## config.mk

```make
export PLATFORM = sky130hd
export DESIGN_NAME = kmode_guard
export DESIGN_NICKNAME = d
export VERILOG_FILES = /design/src/rtl/kmg_pkg.sv /design/src/rtl/kmg_addr_decode.sv /design/src/rtl/kmg_claim_map.sv /design/src/rtl/kmg_erase_seq.sv /design/src/rtl/kmode_guard.sv
export SDC_FILE = /design/constraint.sdc
export NUM_CORES = 1
export LEC_CHECK = 0
export BUFFER_PORTS_ARGS = -buffer_cell sky130_fd_sc_hd__buf_2
export CAP_MARGIN = 25
export CORE_UTILIZATION = 53
export DETAILED_ROUTE_END_ITERATION = 10
export PLACE_DENSITY = 0.75
export SETUP_SLACK_MARGIN = 0.4
export SLEW_MARGIN = 15
export SYNTH_ARGS = -nofsm -noshare
export SYNTH_HDL_FRONTEND = slang
export SYNTH_SLANG_ARGS = --single-unit
```

## constraint.sdc

```tcl
create_clock -name clk -period 2.9 [get_ports clk]
set_clock_uncertainty 0.2 [all_clocks]
set_input_delay 0.58 -clock clk [delete_from_list [all_inputs] [get_ports clk]]
set_output_delay 0.58 -clock clk [all_outputs]
set_load 0.1 [all_outputs]
```

## src/rtl/kmg_pkg.sv

```systemverilog
package kmg_pkg;
    typedef enum logic [2:0] {
        FK_SEQ  = 3'd0,
        FK_JUMP = 3'd1,
        FK_CALL = 3'd2,
        FK_RTI  = 3'd3,
        FK_IRQ  = 3'd4
    } fetch_kind_e;

    typedef enum logic [2:0] {
        CZ_NONE  = 3'd0,
        CZ_PM    = 3'd1,
        CZ_DM    = 3'd2,
        CZ_CLAIM = 3'd3,
        CZ_NEST  = 3'd4,
        CZ_RTI   = 3'd5
    } cause_e;
endpackage

```

## src/rtl/kmg_addr_decode.sv

```systemverilog
module kmg_addr_decode #(
    parameter int AW          = 14,
    parameter int OVLW        = 4,
    parameter int ENTRY_ADDR  = 'h2000,
    parameter int KOVL        = 'hF,
    parameter int PM_KEND     = 'h3FFF,
    parameter int PM_KOVL_MIN = 'hC,
    parameter int DM_KEND     = 'h17FF,
    parameter int DM_KOVL     = 'hF
) (
    input  logic [AW-1:0]   f_addr,
    input  logic [OVLW-1:0] f_ovl,
    input  logic [AW-1:0]   d_addr,
    input  logic [OVLW-1:0] d_ovl,
    output logic            f_entry,
    output logic            f_kernel,
    output logic            f_kspace,
    output logic            d_kspace
);
    localparam logic [AW:0]     L_ENTRY = (AW+1)'(ENTRY_ADDR);
    localparam logic [AW:0]     L_PMEND = (AW+1)'(PM_KEND);
    localparam logic [AW:0]     L_DMEND = (AW+1)'(DM_KEND);
    localparam logic [OVLW-1:0] L_KOVL  = OVLW'(KOVL);
    localparam logic [OVLW-1:0] L_PMOVL = OVLW'(PM_KOVL_MIN);
    localparam logic [OVLW-1:0] L_DMOVL = OVLW'(DM_KOVL);

    logic [AW:0] fa_w;
    logic [AW:0] da_w;
    logic        f_ovl_ok;

    always_comb begin
        fa_w     = {1'b0, f_addr};
        da_w     = {1'b0, d_addr};
        f_ovl_ok = (f_ovl >= L_PMOVL);
        f_entry  = (fa_w == L_ENTRY) && (f_ovl == L_KOVL);
        f_kernel = f_ovl_ok && (fa_w >= L_ENTRY) && (fa_w <= L_PMEND);
        f_kspace = f_ovl_ok && (fa_w > L_ENTRY) && (fa_w <= L_PMEND);
        d_kspace = (d_ovl == L_DMOVL) && (da_w <= L_DMEND);
    end
endmodule

```

## src/rtl/kmg_claim_map.sv

```systemverilog
module kmg_claim_map #(
    parameter int AW   = 14,
    parameter int BLKW = 10
) (
    input  logic              clk,
    input  logic              rst_n,
    input  logic              clr,
    input  logic              we,
    input  logic              sel_pm,
    input  logic [AW-BLKW-1:0] blk,
    input  logic              val,
    input  logic [AW-1:0]     f_addr,
    input  logic [AW-1:0]     d_addr,
    output logic              f_hit,
    output logic              d_hit
);
    localparam int NBW  = AW - BLKW;
    localparam int NBLK = 1 << NBW;

    logic [NBLK-1:0] pm_d, pm_q;
    logic [NBLK-1:0] dm_d, dm_q;

    for (genvar g = 0; g < NBLK; g++) begin : g_blk
        logic hit_w;
        assign hit_w   = we && (blk == NBW'(g));
        assign pm_d[g] = clr ? 1'b0 : ((hit_w && sel_pm)  ? val : pm_q[g]);
        assign dm_d[g] = clr ? 1'b0 : ((hit_w && !sel_pm) ? val : dm_q[g]);
    end

    always_ff @(posedge clk or negedge rst_n) begin
        if (!rst_n) begin
            pm_q <= '0;
            dm_q <= '0;
        end else begin
            pm_q <= pm_d;
            dm_q <= dm_d;
        end
    end

    assign f_hit = pm_q[f_addr[AW-1:BLKW]];
    assign d_hit = dm_q[d_addr[AW-1:BLKW]];
endmodule

```

## src/rtl/kmg_erase_seq.sv

```systemverilog
module kmg_erase_seq #(
    parameter int ERASE_WORDS = 64,
    parameter int EW          = 6
) (
    input  logic          clk,
    input  logic          rst_n,
    input  logic          start,
    output logic          busy,
    output logic [EW-1:0] addr
);
    localparam logic [EW-1:0] LAST = EW'(ERASE_WORDS - 1);

    typedef struct packed {
        logic          busy;
        logic [EW-1:0] cnt;
    } es_t;

    es_t es_d, es_q;

    always_comb begin
        es_d = es_q;
        if (es_q.busy) begin
            if (es_q.cnt == LAST) begin
                es_d.busy = 1'b0;
                es_d.cnt  = '0;
            end else begin
                es_d.cnt = es_q.cnt + 1'b1;
            end
        end else if (start) begin
            es_d.busy = 1'b1;
            es_d.cnt  = '0;
        end
    end

    always_ff @(posedge clk or negedge rst_n) begin
        if (!rst_n) es_q <= '0;
        else        es_q <= es_d;
    end

    assign busy = es_q.busy;
    assign addr = es_q.cnt;
endmodule

```

## src/rtl/kmode_guard.sv

```systemverilog
module kmode_guard
    import kmg_pkg::*;
#(
    parameter int AW          = 14,
    parameter int OVLW        = 4,
    parameter int BLKW        = 10,
    parameter int ERASE_WORDS = 64,
    parameter int ENTRY_ADDR  = 'h2000,
    parameter int KOVL        = 'hF,
    parameter int PM_KEND     = 'h3FFF,
    parameter int PM_KOVL_MIN = 'hC,
    parameter int DM_KEND     = 'h17FF,
    parameter int DM_KOVL     = 'hF,
    localparam int EW         = (ERASE_WORDS > 1) ? $clog2(ERASE_WORDS) : 1,
    localparam int NBW        = AW - BLKW
) (
    input  logic            clk,
    input  logic            rst_n,
    input  logic            fetch_valid,
    input  logic [2:0]      fetch_kind,
    input  logic [AW-1:0]   fetch_addr,
    input  logic [OVLW-1:0] fetch_ovl,
    input  logic [AW-1:0]   int_addr,
    input  logic [OVLW-1:0] int_ovl,
    input  logic            dm_valid,
    input  logic [AW-1:0]   dm_addr,
    input  logic [OVLW-1:0] dm_ovl,
    input  logic            claim_we,
    input  logic            claim_pm,
    input  logic [NBW-1:0]  claim_blk,
    input  logic            claim_set,
    input  logic            inh_we,
    input  logic            inh_val,
    input  logic            emu_req,
    output logic            kernel_mode,
    output logic            emu_gnt,
    output logic            irq_allow,
    output logic            viol_reset,
    output logic            erase_en,
    output logic [EW-1:0]   erase_addr,
    output logic            cause_valid,
    output logic [2:0]      cause
);
    typedef struct packed {
        logic            kmode;
        logic            nest;
        logic            inh;
        logic [AW-1:0]   sv_addr;
        logic [OVLW-1:0] sv_ovl;
        logic [2:0]      cause;
    } st_t;

    st_t st_d, st_q;

    logic        f_entry, f_kernel, f_kspace, d_kspace;
    logic        f_claimed, d_claimed;
    logic        busy;
    logic        viol;
    logic        claim_wr;
    cause_e      code;
    fetch_kind_e fk;
    logic        is_branch, enter, rti_back, rti_ok;

    kmg_addr_decode #(
        .AW(AW), .OVLW(OVLW), .ENTRY_ADDR(ENTRY_ADDR), .KOVL(KOVL),
        .PM_KEND(PM_KEND), .PM_KOVL_MIN(PM_KOVL_MIN),
        .DM_KEND(DM_KEND), .DM_KOVL(DM_KOVL)
    ) i_dec (
        .f_addr(fetch_addr), .f_ovl(fetch_ovl),
        .d_addr(dm_addr), .d_ovl(dm_ovl),
        .f_entry(f_entry), .f_kernel(f_kernel),
        .f_kspace(f_kspace), .d_kspace(d_kspace)
    );

    kmg_claim_map #(.AW(AW), .BLKW(BLKW)) i_claim (
        .clk(clk), .rst_n(rst_n), .clr(viol), .we(claim_wr),
        .sel_pm(claim_pm), .blk(claim_blk), .val(claim_set),
        .f_addr(fetch_addr), .d_addr(dm_addr),
        .f_hit(f_claimed), .d_hit(d_claimed)
    );

    kmg_erase_seq #(.ERASE_WORDS(ERASE_WORDS), .EW(EW)) i_erase (
        .clk(clk), .rst_n(rst_n), .start(viol),
        .busy(busy), .addr(erase_addr)
    );

    always_comb begin
        fk        = fetch_kind_e'(fetch_kind);
        is_branch = (fk == FK_JUMP) || (fk == FK_CALL) || (fk == FK_RTI);
        enter     = fetch_valid && f_entry &&
                    ((fk == FK_SEQ) || (fk == FK_JUMP) || (fk == FK_CALL));
        rti_back  = fetch_valid && (fk == FK_RTI) && !st_q.kmode && st_q.nest;
        rti_ok    = rti_back && (fetch_addr == st_q.sv_addr) &&
                    (fetch_ovl == st_q.sv_ovl);

        // Rule priority: bad return, nested vector, program space, claim, data space
        if (rti_back && !rti_ok)
            code = CZ_RTI;
        else if (fetch_valid && (fk == FK_IRQ) && st_q.kmode && st_q.nest && !f_kernel)
            code = CZ_NEST;
        else if (fetch_valid && !st_q.kmode && f_kspace && !rti_ok)
            code = CZ_PM;
        else if (!st_q.kmode && ((fetch_valid && f_claimed) || (dm_valid && d_claimed)))
            code = CZ_CLAIM;
        else if (!st_q.kmode && dm_valid && d_kspace)
            code = CZ_DM;
        else
            code = CZ_NONE;

        viol     = (code != CZ_NONE) && !busy;
        claim_wr = claim_we && st_q.kmode && !busy;

        st_d = st_q;
        if (busy) begin
            st_d = st_q;
        end else if (viol) begin
            st_d.kmode   = 1'b0;
            st_d.nest    = 1'b0;
            st_d.inh     = 1'b0;
            st_d.sv_addr = '0;
            st_d.sv_ovl  = '0;
            if (st_q.cause == 3'd0) st_d.cause = code;
        end else begin
            if (st_q.kmode) begin
                if (inh_we) st_d.inh = inh_val;
                if (fetch_valid && (fk == FK_IRQ)) begin
                    if (!st_q.nest) begin
                        st_d.sv_addr = int_addr;
                        st_d.sv_ovl  = int_ovl;
                        st_d.nest    = 1'b1;
                        st_d.kmode   = f_kernel;
                    end
                end else if (fetch_valid && is_branch && !f_kernel) begin
                    st_d.kmode = 1'b0;
                end
            end else begin
                if (enter) begin
                    st_d.kmode = 1'b1;
                end else if (rti_ok) begin
                    st_d.kmode = 1'b1;
                    st_d.nest  = 1'b0;
                end
            end
            if (!st_d.kmode) st_d.inh = 1'b0;
        end
    end

    always_ff @(posedge clk or negedge rst_n) begin
        if (!rst_n) st_q <= '0;
        else        st_q <= st_d;
    end

    assign kernel_mode = st_q.kmode;
    assign emu_gnt     = emu_req && !st_q.kmode && !busy;
    assign irq_allow   = !st_q.inh && !busy;
    assign viol_reset  = busy;
    assign erase_en    = busy;
    assign cause_valid = (st_q.cause != 3'd0) && !busy;
    assign cause       = busy ? 3'd0 : st_q.cause;
endmodule

```

==> impl_results.md <==
* Top post-synthesis cells by count: dfrtp_1 (63), nor2_1 (45), nand2_1 (31)
* Mapped Cells at ~400
* Number of global-route vias before repair at roughly 3.3k
* Initial antenna violation count at 0
* DRT Pass-1 Iters at 4
* Final worst path period share at 86.0%
* Share of cells above drive strength 1 at a little under a third
* Vias per cell at between 5 and 6
* Area delta synth->final at 22.8%
* Crit path required time at slightly below 3000 ps
* Cell family with most CP delay: compound AO/OA/AOI/OAI gates
* Rel. slew slack at a little under half
* Crit path DAT at about 2600 ps
* Mapped Area at 3810 µm²
* Setup violations, final at 0
* Clock-pin slew on the worst setup and hold paths at about 70 ps
* Syn avg cell area at ~9.5 µm²
* Pwr/cell area at between 600 and 700 nW/µm²
* Total number of yosys warnings at 0
* Clock root cell: clkbuf_8
* Cell Rows at 30
* CTS tree: done
* DRC Markers at 0
* Post-layout min period at about 2500 ps
* Slowest stage delay, CP at approximately 520 ps
* Seq/Total Area, Yosys at just over 40%
* Slew Viols, Final at 0
* Final hold violation count at 0
* First-pass GRT wire length at approximately 16,000 µm
* Unrepaired setup endpoints after global routing: yes
* Crit path capture type: flip-flop
* Status: complete, no violations
* Die X at ~87 µm
* Number of enable flip-flop cells after synthesis at 0
* Routability cong. at ~0.88
* Dominant synthesized flop cell: dfrtp_1
* CP cell instances: buf_4, mux4_2, o2111a_2, a2111o_1, nor3b_4, a22o_1
* IO Count at 86
* WP buf/inv at 1
* Largest fanout on the critical path at 7
* Total of max-cap violations at 0
* Hold_buf cts at 0
* Largest net degree at the start of global routing at 33
* Maximum clock path buffer count at 2
* DP HPWL at 6490 µm
* Hold crit path type: input port to async pin
* Total Die Area at between 7000 and 8000 µm²
* Fill cells at 566
* Yosys reg bits at 63
* Synth unique cells at 57
* TritonCTS Buffers at 9
* GRT Overall Usage at 27.2%
* Count leader, synth: dfrtp_1
* CP max stage cell: mux4_2
* Worst IR drop on VDD at roughly 0.00042 V
* Critical Path Source Type: input port
* Tot Pwr at between 3 and 4 mW
* Vias at ~3.4k
* Port bufs at 75
* Setup Total Neg Slack at 0 ps
* Pleak at roughly 2.3 nW
* Register area at between 1500 and 2000 µm²
* Core area at 6870 µm²
* Drt total wl at ~9300 µm
* Antenna diodes at 0
* Top cell type's share of synthesized area at 41.4%
* CP Class: input port to flip-flop
* Post-route ant nets at 0
* Worst-Skew Late Latency at 340 ps
* Clk sinks at 63
* Cell accounting for the most synthesized area: dfrtp_1
* Detailed router's first-iteration violation count at 187
* Nets at 553
* H-Tree Depth at 3
* Slew @ Worst Pin at ~800 ps
* Max Fclk at 0.401 GHz
* Syn Nets at roughly 480
* Ys async rst share at 100%
* Largest cells by area after synthesis: dfrtp_1 (41%), mux2i_1 (7.1%), nor2_1 (4.4%)
* Gr ovfl total at 0
* Starting density of the core at a little under three fifths
* Multi-input logic area at 2130 µm²
* Die height at between 80 and 90 µm
* Per-cell routed wire length at about 16 µm
## worst register-to-register path, delay by kind of cell, from the launching register on
| family | cells | cell delay (ps) |
|---|---|---|
| AO/OA/AOI/OAI | 3 | 990 |
| flip-flops | 1 | 390 |
| AND/OR/NAND/NOR | 1 | 360 |
| multiplexers | 1 | 490 |
## per-stage QoR
stage	hold slack (ps)	instance area (µm²)	worst slack [ps]	util, %	cells
6_report	95.6	4680	405	68.1	582
3_3_place_gp	308	4350	27.0	63.4	559
3_5_place_dp	320	4350	19.5	63.4	559
2_1_floorplan	84.4	3900	263	-	403
5_1_grt	151	4680	330	68.1	582
4_1_cts	116	4610	406	67.1	577
## where the power goes
group / leakage, nW / switching (mW) / total (mW) / internal [mW]
clock: 0.114 / 0.338 / 0.869 / 0.531
sequential: 0.850 / 0.135 / 1.14 / 1.00
combinational: 1.32 / 0.708 / 1.02 / 0.308
total: 2.28 / 1.18 / 3.03 / 1.84
## per-layer routing
metal	GRT usage, %	up-vias	share of wire (%)
li1	-	1617	-
met1	36.4	1610	44
met2	44.8	125	49
met3	4.38	11	5.9
met4	10.2	0	1.0
met5	0	-	0
## placed cells by master (no fill, tap or decap), drive strengths merged, types with 4 or more instances in the layout
cell	count
and2	4
nor3	31
nand2	31
inv	6
a22o	4
clkbuf	16
mux2i	27
a31oi	8
nor2	45
and3	5
buf	93
dfrtp	63
xnor2	5
nand4	13
nand3	13
nor3b	7
mux4	5
a21o	4
a21oi	27
nor2b	6
nand3b	4
xor2	16
o21ai	14
nor4	6
## registers in the layout (all words and copies together) (netlist names)
register      cells
kernel_mode       1
st_q             23
i_erase.busy      1
i_erase.addr      6
i_claim.pm_q     16
i_claim.dm_q     16
## cell families after synthesis
| group | share of synthesized area, % |
|---|---|
| adder cells (fa/ha/maj) | 0.328 |
| buffers and inverters | 4.24 |
| AND/OR/NAND/NOR | 26.2 |
| flip-flops | 41.4 |
| XOR/XNOR | 4.83 |
| AO/OA/AOI/OAI | 12.7 |
| multiplexers | 10.3 |
## worst paths after layout
| check | startpoint | end | slack (ps) | depth (start not counted) |
|---|---|---|---|---|
| worst max-delay path | fetch_addr[11] | i_erase.addr[2]$_DFFE_PN0N_ | 400 | 6 |
| worst min-delay path | rst_n | st_q[10]$_DFFE_PN0P_ | 100 | 1 |
| worst max register to register | i_claim.pm_q[13]$_DFFE_PN0P_ | i_erase.addr[2]$_DFFE_PN0N_ | 410 | 5 |
| worst min register to register | i_claim.pm_q[14]$_DFFE_PN0P_ | i_claim.pm_q[14]$_DFFE_PN0P_ | 320 | 2 |
| max in group asynchronous | rst_n | i_claim.dm_q[10]$_DFFE_PN0P_ | 1760 | 2 |
| min in group clk | int_addr[1] | st_q[8]$_DFFE_PN0P_ | 280 | 3 |
## timing repair
item                                    in CTS  in global routing
cloned                                       0                  0
setup buffers                                2                  5
endpoints found under the setup margin      17                 62
pin swaps                                    4                 11
hold endpoints to repair                     0                  0
gates resized for setup                      2                  7
## layout make-up
| class | instances | area share [%] |
|---|---|---|
| clock buffers | 13 | 3.40 |
| clock inverters | 3 | 1.39 |
| inverters | 7 | 0.562 |
| multi-input cells | 304 | 45.5 |
| flip-flops and latches | 63 | 33.9 |
| well taps | 96 | 2.57 |
| repair buffers | 96 | 12.7 |
No activity file was read; power rests on OpenSTA's default activity.
